--- src/rtl/agu_pkg.sv ---
package agu_pkg;

  typedef enum logic [1:0] {
    MODE_DIRECT     = 2'd0,
    MODE_SINGLE     = 2'd1,
    MODE_DOUBLE     = 2'd2,
    MODE_SINGLE_ALT = 2'd3
  } agu_mode_e;

  typedef enum logic [1:0] {
    MOD_KEEP    = 2'd0,
    MOD_INC     = 2'd1,
    MOD_DEC     = 2'd2,
    MOD_INC_ALT = 2'd3
  } agu_mod_e;

  // Strobes from the sequencer to the pointer datapath
  typedef struct packed {
    logic latchAddr;   // capture the effective address for a RAM access
    logic reportPtr;   // present the effective value on the direct port
    logic finalNow;    // the address issued at this edge is the final one
    logic fetchSecond; // replace the address with the word read back
    logic applyMod;    // post-modify the requesting pointer
    logic rejectLoad;  // a load aimed at a fixed pointer
  } agu_strobe_t;

endpackage

--- src/rtl/agu_ctrl.sv ---
module agu_ctrl
  import agu_pkg::*;
#(
  parameter int IDX_W = 3
) (
  input  logic             clk,
  input  logic             rstN,
  input  logic             reqValid,
  input  logic [1:0]       reqMode,
  input  logic             ldValid,
  input  logic [IDX_W-1:0] ldPtr,
  output agu_strobe_t      strobes,
  output logic             busy
);
  localparam int SLOT_W = IDX_W - 1;

  logic stepTwo;
  logic accept;
  logic ldFixed;
  agu_mode_e modeIn;

  assign modeIn  = agu_mode_e'(reqMode);
  assign accept  = reqValid && !stepTwo;
  assign ldFixed = (ldPtr[SLOT_W-1:0] == {SLOT_W{1'b1}});

  always_comb begin
    strobes             = '0;
    strobes.latchAddr   = accept && (modeIn != MODE_DIRECT);
    strobes.reportPtr   = accept && (modeIn == MODE_DIRECT);
    strobes.finalNow    = (accept && (modeIn == MODE_SINGLE || modeIn == MODE_SINGLE_ALT))
                          || stepTwo;
    strobes.fetchSecond = stepTwo;
    strobes.applyMod    = accept;
    strobes.rejectLoad  = ldValid && ldFixed;
  end

  always_ff @(posedge clk or negedge rstN) begin
    if (!rstN) stepTwo <= 1'b0;
    else       stepTwo <= accept && (modeIn == MODE_DOUBLE);
  end

  assign busy = stepTwo;

endmodule

--- src/rtl/agu_datapath.sv ---
module agu_datapath
  import agu_pkg::*;
#(
  parameter int NUM_PTR = 8,
  parameter int PTR_W   = 8,
  parameter int IDX_W   = $clog2(NUM_PTR)
) (
  input  logic             clk,
  input  logic             rstN,
  input  agu_strobe_t      strobes,
  input  logic [IDX_W-1:0] reqPtr,
  input  logic [1:0]       reqMod,
  input  logic             ldValid,
  input  logic [IDX_W-1:0] ldPtr,
  input  logic [PTR_W-1:0] ldData,
  input  logic [PTR_W-1:0] ramWord,
  output logic             ramEn,
  output logic             ramBank,
  output logic [PTR_W-1:0] ramAddr,
  output logic             addrValid,
  output logic             ptrValid,
  output logic [PTR_W-1:0] ptrData,
  output logic             ldErr
);
  localparam int SLOT_W   = IDX_W - 1;
  localparam int PER_BANK = NUM_PTR / 2;

  logic [PTR_W-1:0] ptrVal [NUM_PTR];
  logic             reqFixed;
  logic [PTR_W-1:0] effAddr;

  assign reqFixed = (reqPtr[SLOT_W-1:0] == {SLOT_W{1'b1}});
  assign effAddr  = reqFixed ? {{(PTR_W-2){1'b0}}, reqMod} : ptrVal[reqPtr];

  function automatic logic [PTR_W-1:0] stepPtr(input logic [PTR_W-1:0] v, input logic [1:0] code);
    case (agu_mod_e'(code))
      MOD_INC, MOD_INC_ALT: stepPtr = v + 1'b1;
      MOD_DEC:              stepPtr = v - 1'b1;
      default:              stepPtr = v;
    endcase
  endfunction

  for (genvar g = 0; g < NUM_PTR; g++) begin : gPtr
    if ((g % PER_BANK) == PER_BANK - 1) begin : gFixed
      assign ptrVal[g] = '0;
    end else begin : gLive
      logic [PTR_W-1:0] value;
      always_ff @(posedge clk or negedge rstN) begin
        if (!rstN) begin
          value <= '0;
        end else if (ldValid && ldPtr == IDX_W'(g)) begin
          value <= ldData;
        end else if (strobes.applyMod && reqPtr == IDX_W'(g)) begin
          value <= stepPtr(value, reqMod);
        end
      end
      assign ptrVal[g] = value;
    end
  end

  always_ff @(posedge clk or negedge rstN) begin
    if (!rstN) begin
      ramEn     <= 1'b0;
      ramBank   <= 1'b0;
      ramAddr   <= '0;
      addrValid <= 1'b0;
      ptrValid  <= 1'b0;
      ptrData   <= '0;
      ldErr     <= 1'b0;
    end else begin
      ramEn     <= strobes.latchAddr || strobes.fetchSecond;
      addrValid <= strobes.finalNow;
      ptrValid  <= strobes.reportPtr;
      ldErr     <= strobes.rejectLoad;
      if (strobes.fetchSecond) begin
        ramAddr <= ramWord;
      end else if (strobes.latchAddr) begin
        ramAddr <= effAddr;
        ramBank <= reqPtr[IDX_W-1];
      end
      if (strobes.reportPtr) ptrData <= effAddr;
    end
  end

endmodule

--- src/rtl/dual_bank_agu.sv ---
module dual_bank_agu
  import agu_pkg::*;
#(
  parameter int NUM_PTR = 8,
  parameter int PTR_W   = 8,
  parameter int IDX_W   = $clog2(NUM_PTR)
) (
  input  logic             clk,
  input  logic             rstN,
  input  logic             reqValid,
  input  logic [IDX_W-1:0] reqPtr,
  input  logic [1:0]       reqMode,
  input  logic [1:0]       reqMod,
  input  logic             ldValid,
  input  logic [IDX_W-1:0] ldPtr,
  input  logic [PTR_W-1:0] ldData,
  input  logic [PTR_W-1:0] ramWord,
  output logic             ramEn,
  output logic             ramBank,
  output logic [PTR_W-1:0] ramAddr,
  output logic             addrValid,
  output logic             ptrValid,
  output logic [PTR_W-1:0] ptrData,
  output logic             busy,
  output logic             ldErr
);
  agu_strobe_t strobes;

  agu_ctrl #(.IDX_W(IDX_W)) uCtrl (
    .clk(clk), .rstN(rstN), .reqValid(reqValid), .reqMode(reqMode),
    .ldValid(ldValid), .ldPtr(ldPtr), .strobes(strobes), .busy(busy)
  );

  agu_datapath #(.NUM_PTR(NUM_PTR), .PTR_W(PTR_W), .IDX_W(IDX_W)) uPath (
    .clk(clk), .rstN(rstN), .strobes(strobes), .reqPtr(reqPtr), .reqMod(reqMod),
    .ldValid(ldValid), .ldPtr(ldPtr), .ldData(ldData), .ramWord(ramWord),
    .ramEn(ramEn), .ramBank(ramBank), .ramAddr(ramAddr), .addrValid(addrValid),
    .ptrValid(ptrValid), .ptrData(ptrData), .ldErr(ldErr)
  );

endmodule

--- config.mk ---
export PLATFORM = sky130hd
export DESIGN_NAME = dual_bank_agu
export DESIGN_NICKNAME = d
export VERILOG_FILES = /design/src/rtl/agu_pkg.sv /design/src/rtl/agu_ctrl.sv /design/src/rtl/agu_datapath.sv /design/src/rtl/dual_bank_agu.sv
export SDC_FILE = /design/constraint.sdc
export NUM_CORES = 1
export LEC_CHECK = 0
export BUFFER_PORTS_ARGS = -buffer_cell sky130_fd_sc_hd__buf_4
export CAP_MARGIN = 0
export CORE_MARGIN = 4
export CORE_UTILIZATION = 50
export CTS_CLUSTER_SIZE = 12
export DETAILED_ROUTE_END_ITERATION = 16
export HOLD_SLACK_MARGIN = 0.02
export PLACE_DENSITY_LB_ADDON = 0.15
export SKIP_LAST_GASP = 1
export SLEW_MARGIN = 30
export SYNTH_ARGS = -nofsm -noshare
export SYNTH_HDL_FRONTEND = slang
export SYNTH_SLANG_ARGS = --single-unit
--- constraint.sdc ---
create_clock -name clk -period 2.3 [get_ports clk]
set_input_delay 0.575 -clock clk [delete_from_list [all_inputs] [get_ports clk]]
set_output_delay 0.575 -clock clk [all_outputs]
set_load 0.01 [all_outputs]
# == After elaboration in Yosys (flattened, before gate mapping) ==
# Index checks and enable logic that the tools add are counted.
# totals
output_inout_bits,22
elab_cells,118
mem_bits_ro,0
mem_bits_rw,0
inputBits,30
latchBits,0
register_bits,70
memories,0
# op_classes
n_eq_ne,18
n_bitwise,2
shifts,0
mux,24
multipliers,0
order_cmp,1
addsub,12
reduce_logical,47
n_div,0
# op_table
cell,n
$mux 8,17
$pmux 8 s2,6
$add 8x1->8 const B,6
$sub 8x1->8 const B,6
$bmux 8 s3,1
$eq 3x3->1 const B,6
$logic_and 1x1->1,18
$reduce_bool 3->1,6
$reduce_bool 2->1,8
$reduce_and 2->1,7
$eq 2x2->1 const B,6
$eq 3x1->1 const B,2
$eq 3x2->1 const B,2
$logic_not 3->1,2
$eq 2x1->1 const B,2
$ge 4x4->1 const B,1
$not 3->4,1
$logic_or 1x1->1,3
$logic_not 2->1,1
$reduce_or 2->1,1
$logic_not 1->1,1
$not 1->1,1

# == Depth between registers and ports, before layout ==
# Gate-level depths: netlist of run 1.
# logic_depth
depth_word,7
depth_mapped,11
ltp_nobuf,8

# == Modules after synthesis ==
# Synthesis of run 1 repeated with hierarchy kept, for this count alone.
# hier_totals
cells_unflattened,543
hier_area_um2,4722.0
# by_module_without_submodules
mod,seq_area_each_um2,instances,area_each_um2,cells_per_inst
agu_datapath,1726.7,1,4624.4,532
agu_ctrl,25.0,1,97.6,11

# == Worst setup path before layout of run 1 ==
# Ideal clock, no wire load.
# synth_path
path_type,input port to flip-flop
from,input port reqMod[0]
to,register uPath.gPtr[5].gLive.value[6]
setup_slack_ps,-425
arrival_ps,2588
n_path_buf,3
setup_ps,137
t_required_ps,2163
path_stages,11
cell_sequence,buf_2 -> nand2b_1 -> buf_2 -> clkbuf_1 -> xnor2_1 -> ha_1 -> nor4b_1 -> nand3_1 -> a21oi_2 -> xnor2_1 -> a21oi_1
# synth_via
elab_chain_len,5
word_cells_on_any_way,9
cone_classes,3 x eq/ne; 3 x mux; 3 x reduce/logical
# synth_rtl
element,line_no,text
"start, declared",dual_bank_agu.sv:13,"input logic [1:0] reqMod,"
$eq 2x1->1 / $eq 2x2->1 (equally long branches),agu_datapath.sv:36,case (agu_mod_e'(code))
$reduce_or 2->1,agu_datapath.sv:36,
$pmux 8 s2,agu_datapath.sv:36,
$mux 8,agu_datapath.sv:53,end else if (strobes.applyMod && reqPtr == IDX_W'(g)) begin
$mux 8,agu_datapath.sv:51,end else if (ldValid && ldPtr == IDX_W'(g)) begin
"end signal, assigned",agu_datapath.sv:52,value <= ldData;
"end signal, assigned",agu_datapath.sv:54,"value <= stepPtr(value, reqMod);"
"end, declared",agu_datapath.sv:47,logic [PTR_W-1:0] value;
# Several ways; a longest one is shown, not always the timed one. The select of a mux whose other input is x is not followed.
# A chain may end at the register's enable or synchronous reset.

# == Worst setup path after layout of run 1 ==
# layout_path
from,register uPath.gPtr[2].gLive.value[1]
to,register uPath.gPtr[2].gLive.value[7]
# layout_via
elab_chain_len,4
word_cells_on_any_way,5
cone_classes,2 x add/sub; 3 x mux
# layout_rtl
element,line_no
"start, declared",agu_datapath.sv:47
"start signal, assigned",agu_datapath.sv:52
"start signal, assigned",agu_datapath.sv:54
$sub 8x1->8 / $add 8x1->8 (equally long branches),"agu_datapath.sv:38, agu_datapath.sv:37"
$pmux 8 s2 *,agu_datapath.sv:36
$mux 8 *,agu_datapath.sv:53
$mux 8 *,agu_datapath.sv:51
# Every way passes the cells marked *; elsewhere a longest branch is shown, timed or not. The select of a mux whose other input is x is not followed.

==> impl_metrics.toml, run 1 <==
[die]
start_util_pct = 51.62
die_y_um = 106.1
io-pin-count = 52
dieArea_um2 = 11260
core_area_um2 = 9328
dieWidth_um = 106.1
rows = 35

[worst_setup_path]
cp_slowest_stage_delay_ps = 770
path_delay_family = "simple AND/OR/NAND/NOR gates"
start_kind = "flop"
cp-end-kind = "flop"
cp_slowest_cell = "or4b_2"
cp_data_required_time_ps = 2570
cp_cell_sequence = "or4b_2 > nor4_1 > o21ai_0 > xor2_1 > a21oi_1"
worstPathArrival_ps = 2260
crit_type = "reg -> reg"
critPathBufInv = 0
cp_max_fo = 6

[route]
dr.first_iter.drc_count = 298
drt-pass1-iter-count = 6
num_vias = 4499
wl_mm = 13.70
via_per_inst = 5.951
wire_per_inst_um = 18.13
antenna_left = 0
drc = 0

[grt]
grt_pass1_wl_mm = 22.61
grt_use_met1_pct = 33.17
grt_antenna_before_repair = 0
met2_usage_pct = 41.58
use_met3_pct = 4.007
busiest_layer = "met2"
grt_overflow = 0
grtUsageTotal_pct = 25.41
grt_pass1_vias = 4376
grt_max_degree = 46

[synth]
yosys-top-cells-area = "dfrtp_1 (36%), xnor2_1 (6.7%), a21oi_1 (5.9%)"
synth_most_common_cell = "dfrtp_1"
syn_area_per_cell_um2 = 8.287
netlist-cell-type-count = 52
synth_ff_type = "dfrtp_1"
synth_top_area_share_pct = 36.38
synth_area_um2 = 4815
synth_seq_cells = 70
syn_nets = 617
synth_common_cells = "dfrtp_1 (70), nor2_1 (69), a21oi_1 (57), o21ai_0 (46), nand2_1 (40)"
yosysWarnings = 0
ys_async_sr_fraction_pct = 100.0
synth_cells = 581
yosysTopAreaCell = "dfrtp_1"
yosysSeqAreaShare_pct = 36.38
synth_edf_count = 0

[clocking]
clock-sinks = 70
path_clk_slew_ps = 80
clkLatencyLatePin_ps = 350
root_buffer = "clkbuf_8"
h-tree-depth = 3
clockBufferDepth = 2
cts_tree = "built"
hold_buffers = 0
post_cts_resized = 0
cts_buffers = 9
cts_setup_buffers = 0

[timing]
hold_viol_final = 0
fin_skew_ps = 11.80
tightest_slew_ps = 684.5
fin_crit_ps = 1991
rsz0062_at_grt = "false"
slew_headroom_pct = 53.98
min_period_over_period_pct = 86.55
drv_slew = 0
setup_viol = 0
fmax_ghz = 0.5024
setup_ws_ps = 309.4

[placement]
place_area_um2 = 5409
dp_hpwl_mm = 9.932
gp_congestion = 0.9627
pre_cts_slack_ps = -7.036
portBuffers = 51
dp_cells = 740

[pwr]
power.leakage_nw = 2.265
powerDensity_nw_per_um2 = 879.5
ir_drop_mv = 0.5206

[finish]
nets = 658
syn2layout_area_growth_pct = 16.97
diodes = 0
drive_above_1_share_pct = 19.62
final_core_util_pct = 60.38
fin_cells = 756
final_area_um2 = 5632

[flow_run]
maxCapViolations = 0

[hold_path]
min_path_type = "in -> async"

[run_status]
status = "finished clean"
-- where the power goes --
part           leakage [nW]  switching, W  internal (W)
sequential            0.820      0.000546       0.00157
combinational          1.34      0.000885      0.000821
clock                 0.108      0.000493      0.000636
total                  2.27       0.00192       0.00303
-- logic make-up (layout without fill, tap and decap cells) --
kind of cell / Yosys count / count (layout) / synth area share, %
flops: 70 / 70 / 36.38
xor+xnor: 46 / 46 / 8.368
simple gates: 233 / 233 / 26.35
compound gates: 149 / 149 / 18.40
mux: 14 / 14 / 2.911
buf+inv: 63 / 109 / 6.029
fa+ha+maj: 6 / 6 / 1.559
-- stage by stage --
step / total power [W] / setup TNS (ps) / hold WS [ps]
6_report: 0.004953 / 0 / 130.1
3_3_place_gp: 0.003748 / 0 / 466.7
2_1_floorplan: 0.003207 / -2.128 / 279.4
5_1_grt: 0.005288 / 0 / 153.7
4_1_cts: 0.004950 / 0 / 138.6
3_5_place_dp: 0.003810 / -7.036 / 471.3
-- layout make-up --
| type | instances | area, µm² |
|---|---|---|
| fillers | 870 | 3696 |
| multi-input cells | 448 | 2823 |
| flip-flops and latches | 70 | 1752 |
| repair buffers | 73 | 598.1 |
| well taps | 129 | 161.4 |
| clock buffers | 10 | 137.6 |
| clock inverters | 6 | 85.08 |
| inverters | 20 | 75.07 |
-- final timing paths --
kind,to,depth (start not counted),slack [ps],start
hold reg to reg,uPath.ptrData[3]$_DFFE_PN0P_,2,480,uPath.ptrData[3]$_DFFE_PN0P_
max in group asynchronous,uPath.gPtr[4].gLive.value[7]$_DFFE_PN0P_,2,1590,rstN
hold / removal,uPath.addrValid$_DFF_PN0_,1,130,rstN
setup / recovery,uPath.gPtr[2].gLive.value[7]$_DFFE_PN0P_,5,310,uPath.gPtr[2].gLive.value[1]$_DFFE_PN0P_
setup reg to reg,uPath.gPtr[2].gLive.value[7]$_DFFE_PN0P_,5,310,uPath.gPtr[2].gLive.value[1]$_DFFE_PN0P_
min in group clk,uCtrl.busy$_DFF_PN0_,2,400,reqMode[0]
-- state kept, by name, summed over array words and instances, names as in the netlist --
register / flops
uCtrl.busy: 1
uPath.addrValid: 1
uPath.gPtr.gLive.value: 48
uPath.ldErr: 1
uPath.ptrData: 8
uPath.ptrValid: 1
uPath.ramAddr: 8
uPath.ramBank: 1
uPath.ramEn: 1
-- metal layers --
| metal | vias up | wire [µm] |
|---|---|---|
| met5 | - | 0 |
| met2 | 197 | 6564 |
| met4 | 0 | 371 |
| met3 | 33 | 999 |
| li1 | 2145 | - |
| met1 | 2124 | 5769 |
-- layout by cell type, fill, tap and decap left out, types with 7 or more instances in the layout --
cell type	instances
o21ai_0	44
mux2i_1	14
nor2_1	69
inv_1	20
dfrtp_1	70
buf_4	69
nor2b_1	7
xor2_1	9
o211ai_1	7
clkbuf_8	10
and3b_1	7
or3_1	8
xnor2_1	37
a21oi_1	57
a21oi_2	16
o221ai_1	8
nand4_1	16
nand3_1	14
nor3_1	15
nand2_1	40
Power figures use the tool's default switching activity.
==> run 2: changes to the inputs <==
--- a/config.mk
+++ b/config.mk
@@ -17,4 +17,5 @@
 export SLEW_MARGIN = 30
 export SYNTH_ARGS = -nofsm -noshare
 export SYNTH_HDL_FRONTEND = slang
+export SYNTH_HIERARCHICAL = 1
 export SYNTH_SLANG_ARGS = --single-unit
==> run 2 against run 1 <==
- worst setup slack lost 200 ps
- design area grew 1.9%
- sequential power shrank 2%
- sequential share of layout area shrank 0.57 points
- wire length shrank 0.16%
- count of clock-buffer cells in the layout is the same
- global-route usage shrank 0.071 points
- critical path type is now in -> reg
- register-to-register slack lost 140 ps
- largest cell class unchanged
- cell count shrank 3.4%
==> impl_metrics.toml, run 2 <==
[worst_setup_path]
worstPathArrival_ps = 2460
crit_type = "in -> reg"
path_delay_family = "simple AND/OR/NAND/NOR gates"
cp_cell_sequence = "buf_4 > buf_4 > or4b_1 > or3_1 > o22a_1 > or3_1 > a31oi_1"
critPathBufInv = 2
cp_data_required_time_ps = 2570
crit_cells = 7
reg2reg_depth = 5
cp-end-kind = "flop"
start_kind = "input port"
cp_slowest_stage_delay_ps = 580
cp_slowest_cell = "or4b_1"
cp_max_fo = 4

[clocking]
clockBufferDepth = 2
hold_buffers = 0
cts_setup_buffers = 0
clock-sinks = 70
cts_tree = "built"
path_clk_slew_ps = 90
h-tree-depth = 3
clkLatencyLatePin_ps = 350
root_buffer = "clkbuf_8"
cts_buffers = 9
post_cts_resized = 0

[synth]
synth_ff_type = "dfrtp_1"
synth_cells = 543
ys_async_sr_fraction_pct = 100.0
synth_edf_count = 0
synth_area_um2 = 4722
synth_most_common_cell = "dfrtp_1"
yosysSeqAreaShare_pct = 37.10
yosysWarnings = 6
netlist-cell-type-count = 70
syn_nets = 579
synth_top_area_share_pct = 37.10
yosysTopAreaCell = "dfrtp_1"
synth_seq_cells = 70
synth_common_cells = "dfrtp_1 (70), nor2_1 (58), a21oi_1 (54), nand2_1 (38), o21ai_0 (30)"
syn_area_per_cell_um2 = 8.696
yosys-top-cells-area = "dfrtp_1 (37%), a21oi_1 (5.7%), xnor2_1 (5.4%)"

[finish]
diodes = 0
nets = 650
register_area_um2 = 1752
multiInputGateArea_um2 = 2816
regMostFlops = "uPath/gPtr.gLive.value"
mostFrequentLayoutCell = "buf_4"
final_cell_mix = "buf_4 (98), dfrtp_1 (70), nor2_1 (58)"
largest_reg_flops = 48
syn2layout_area_growth_pct = 21.49
reg_top3 = "uPath/gPtr.gLive.value (48), uPath/ptrData (8), uPath/ramAddr (8)"
n_fill_cell = 804
drive_above_1_share_pct = 25.85

[timing]
fin_crit_ps = 2187
setup_viol = 0
slew_headroom_pct = 60.78
min_period_over_period_pct = 95.09
tightest_slew_ps = 588.3
fmax_ghz = 0.4572
setup_ws_ps = 113.0
drv_slew = 0
fin_skew_ps = 10.52
hold_viol_final = 0
rsz0062_at_grt = "false"

[pwr]
power.leakage_nw = 2.337
powerDensity_nw_per_um2 = 879.7
ir_drop_mv = 0.4851
finalPower_w = 0.005046

[die]
io-pin-count = 52
start_util_pct = 51.35
dieArea_um2 = 11060
rows = 35
core_area_um2 = 9196
die_y_um = 105.2
dieWidth_um = 105.2

[route]
dr.first_iter.drc_count = 287
drt-pass1-iter-count = 5
wl_mm = 13.68
antenna_left = 0
drc = 0
num_vias = 4364
wire_per_inst_um = 18.74
via_per_inst = 5.978

[grt]
grtUsageTotal_pct = 25.34
grt_max_degree = 43
grt_antenna_before_repair = 0
grt_pass1_wl_mm = 22.19
grt_overflow = 0
grt_pass1_vias = 4277

[placement]
pre_cts_slack_ps = -242.5
portBuffers = 51
gp_congestion = 0.8997
dp_hpwl_mm = 10.07

[flow_run]
maxCapViolations = 0

[hold_path]
min_path_type = "in -> async"

[run_status]
status = "finished clean"
## run 2: cell types whose count changed after synthesis, moves of 7 or more
cell and delta:
a21oi_2 -16, mux2_2 +16, o21ai_0 -16, nor2_1 -11
nand3_1 -9, o221ai_1 -8, xnor2_1 -8, and3b_1 -7
inv_1 -7
## run 2: logic make-up after synthesis
logic type | after synthesis | share of synthesized area [%]
AO/OA/AOI/OAI | 132 | 17.54
buffers and inverters | 53 | 4.637
flip-flops | 70 | 37.10
XOR/XNOR | 41 | 7.605
adder cells (fa/ha/maj) | 6 | 1.590
AND/OR/NAND/NOR | 211 | 24.75
multiplexers | 30 | 6.783
## run 2: metal layers
metal | track usage (%) | vias up | wire length, µm
met5 | 0 | - | 0
met4 | 8.154 | 0 | 265
met3 | 5.312 | 19 | 784
met2 | 40.85 | 115 | 6494
met1 | 33.92 | 2122 | 6137
li1 | - | 2108 | -
## run 2: worst reg2reg max path: stages, from the launching register on
cell and delay [ps]:
dfrtp_1 440, or4b_1 590, or3_1 370, o22a_1 200, or3_1 300, a31oi_1 160
## run 2: power breakdown
part           leakage [nW]  total (W)  switching [W]  internal, W
Clock                 0.107    0.00112       0.000503     0.000621
Combinational          1.42    0.00185       0.000912     0.000939
Sequential            0.811    0.00207       0.000490      0.00158
Total                  2.34    0.00505        0.00191      0.00314
## run 2: path summary, 6_finish.rpt
path,start,end,slack [ps]
max,reqMod[0],uPath/gPtr[2].gLive.value[5]$_DFFE_PN0P_,110
min,rstN,uPath/gPtr[4].gLive.value[5]$_DFFE_PN0P_,140
max reg2reg,uPath/gPtr[2].gLive.value[2]$_DFFE_PN0P_,uPath/gPtr[2].gLive.value[5]$_DFFE_PN0P_,170
min reg2reg,uPath/ramBank$_DFFE_PN0P_,uPath/ramBank$_DFFE_PN0P_,510
max in group asynchronous,rstN,uPath/ptrData[6]$_DFFE_PN0P_,1590
min in group clk,reqMode[0],uCtrl/busy$_DFF_PN0_,400
## run 2: metrics by stage
step / area (µm²) / util [%] / hold WS, ps / cells / TNS, ps
finish: 5737 / 62.38 / 143.8 / 730 / 0
global route: 5737 / 62.38 / 162.8 / 730 / 0
CTS: 5737 / 62.38 / 149.3 / 730 / 0
detailed placement: 5515 / 59.97 / 495.4 / 714 / -2598
global placement: 5515 / 59.97 / 487.0 / 714 / -2016
floorplan: 4813 / - / 279.4 / 543 / -339.3
## run 2: area by class of cell
| type | count | share of cell area [%] |
|---|---|---|
| Multi-Input combinational cell | 420 | 49.09 |
| Sequential cell | 70 | 30.53 |
| Timing Repair Buffer | 99 | 13.17 |
| Tap cell | 111 | 2.421 |
| Clock buffer | 10 | 2.225 |
| Clock inverter | 6 | 1.636 |
| Inverter | 14 | 0.9160 |
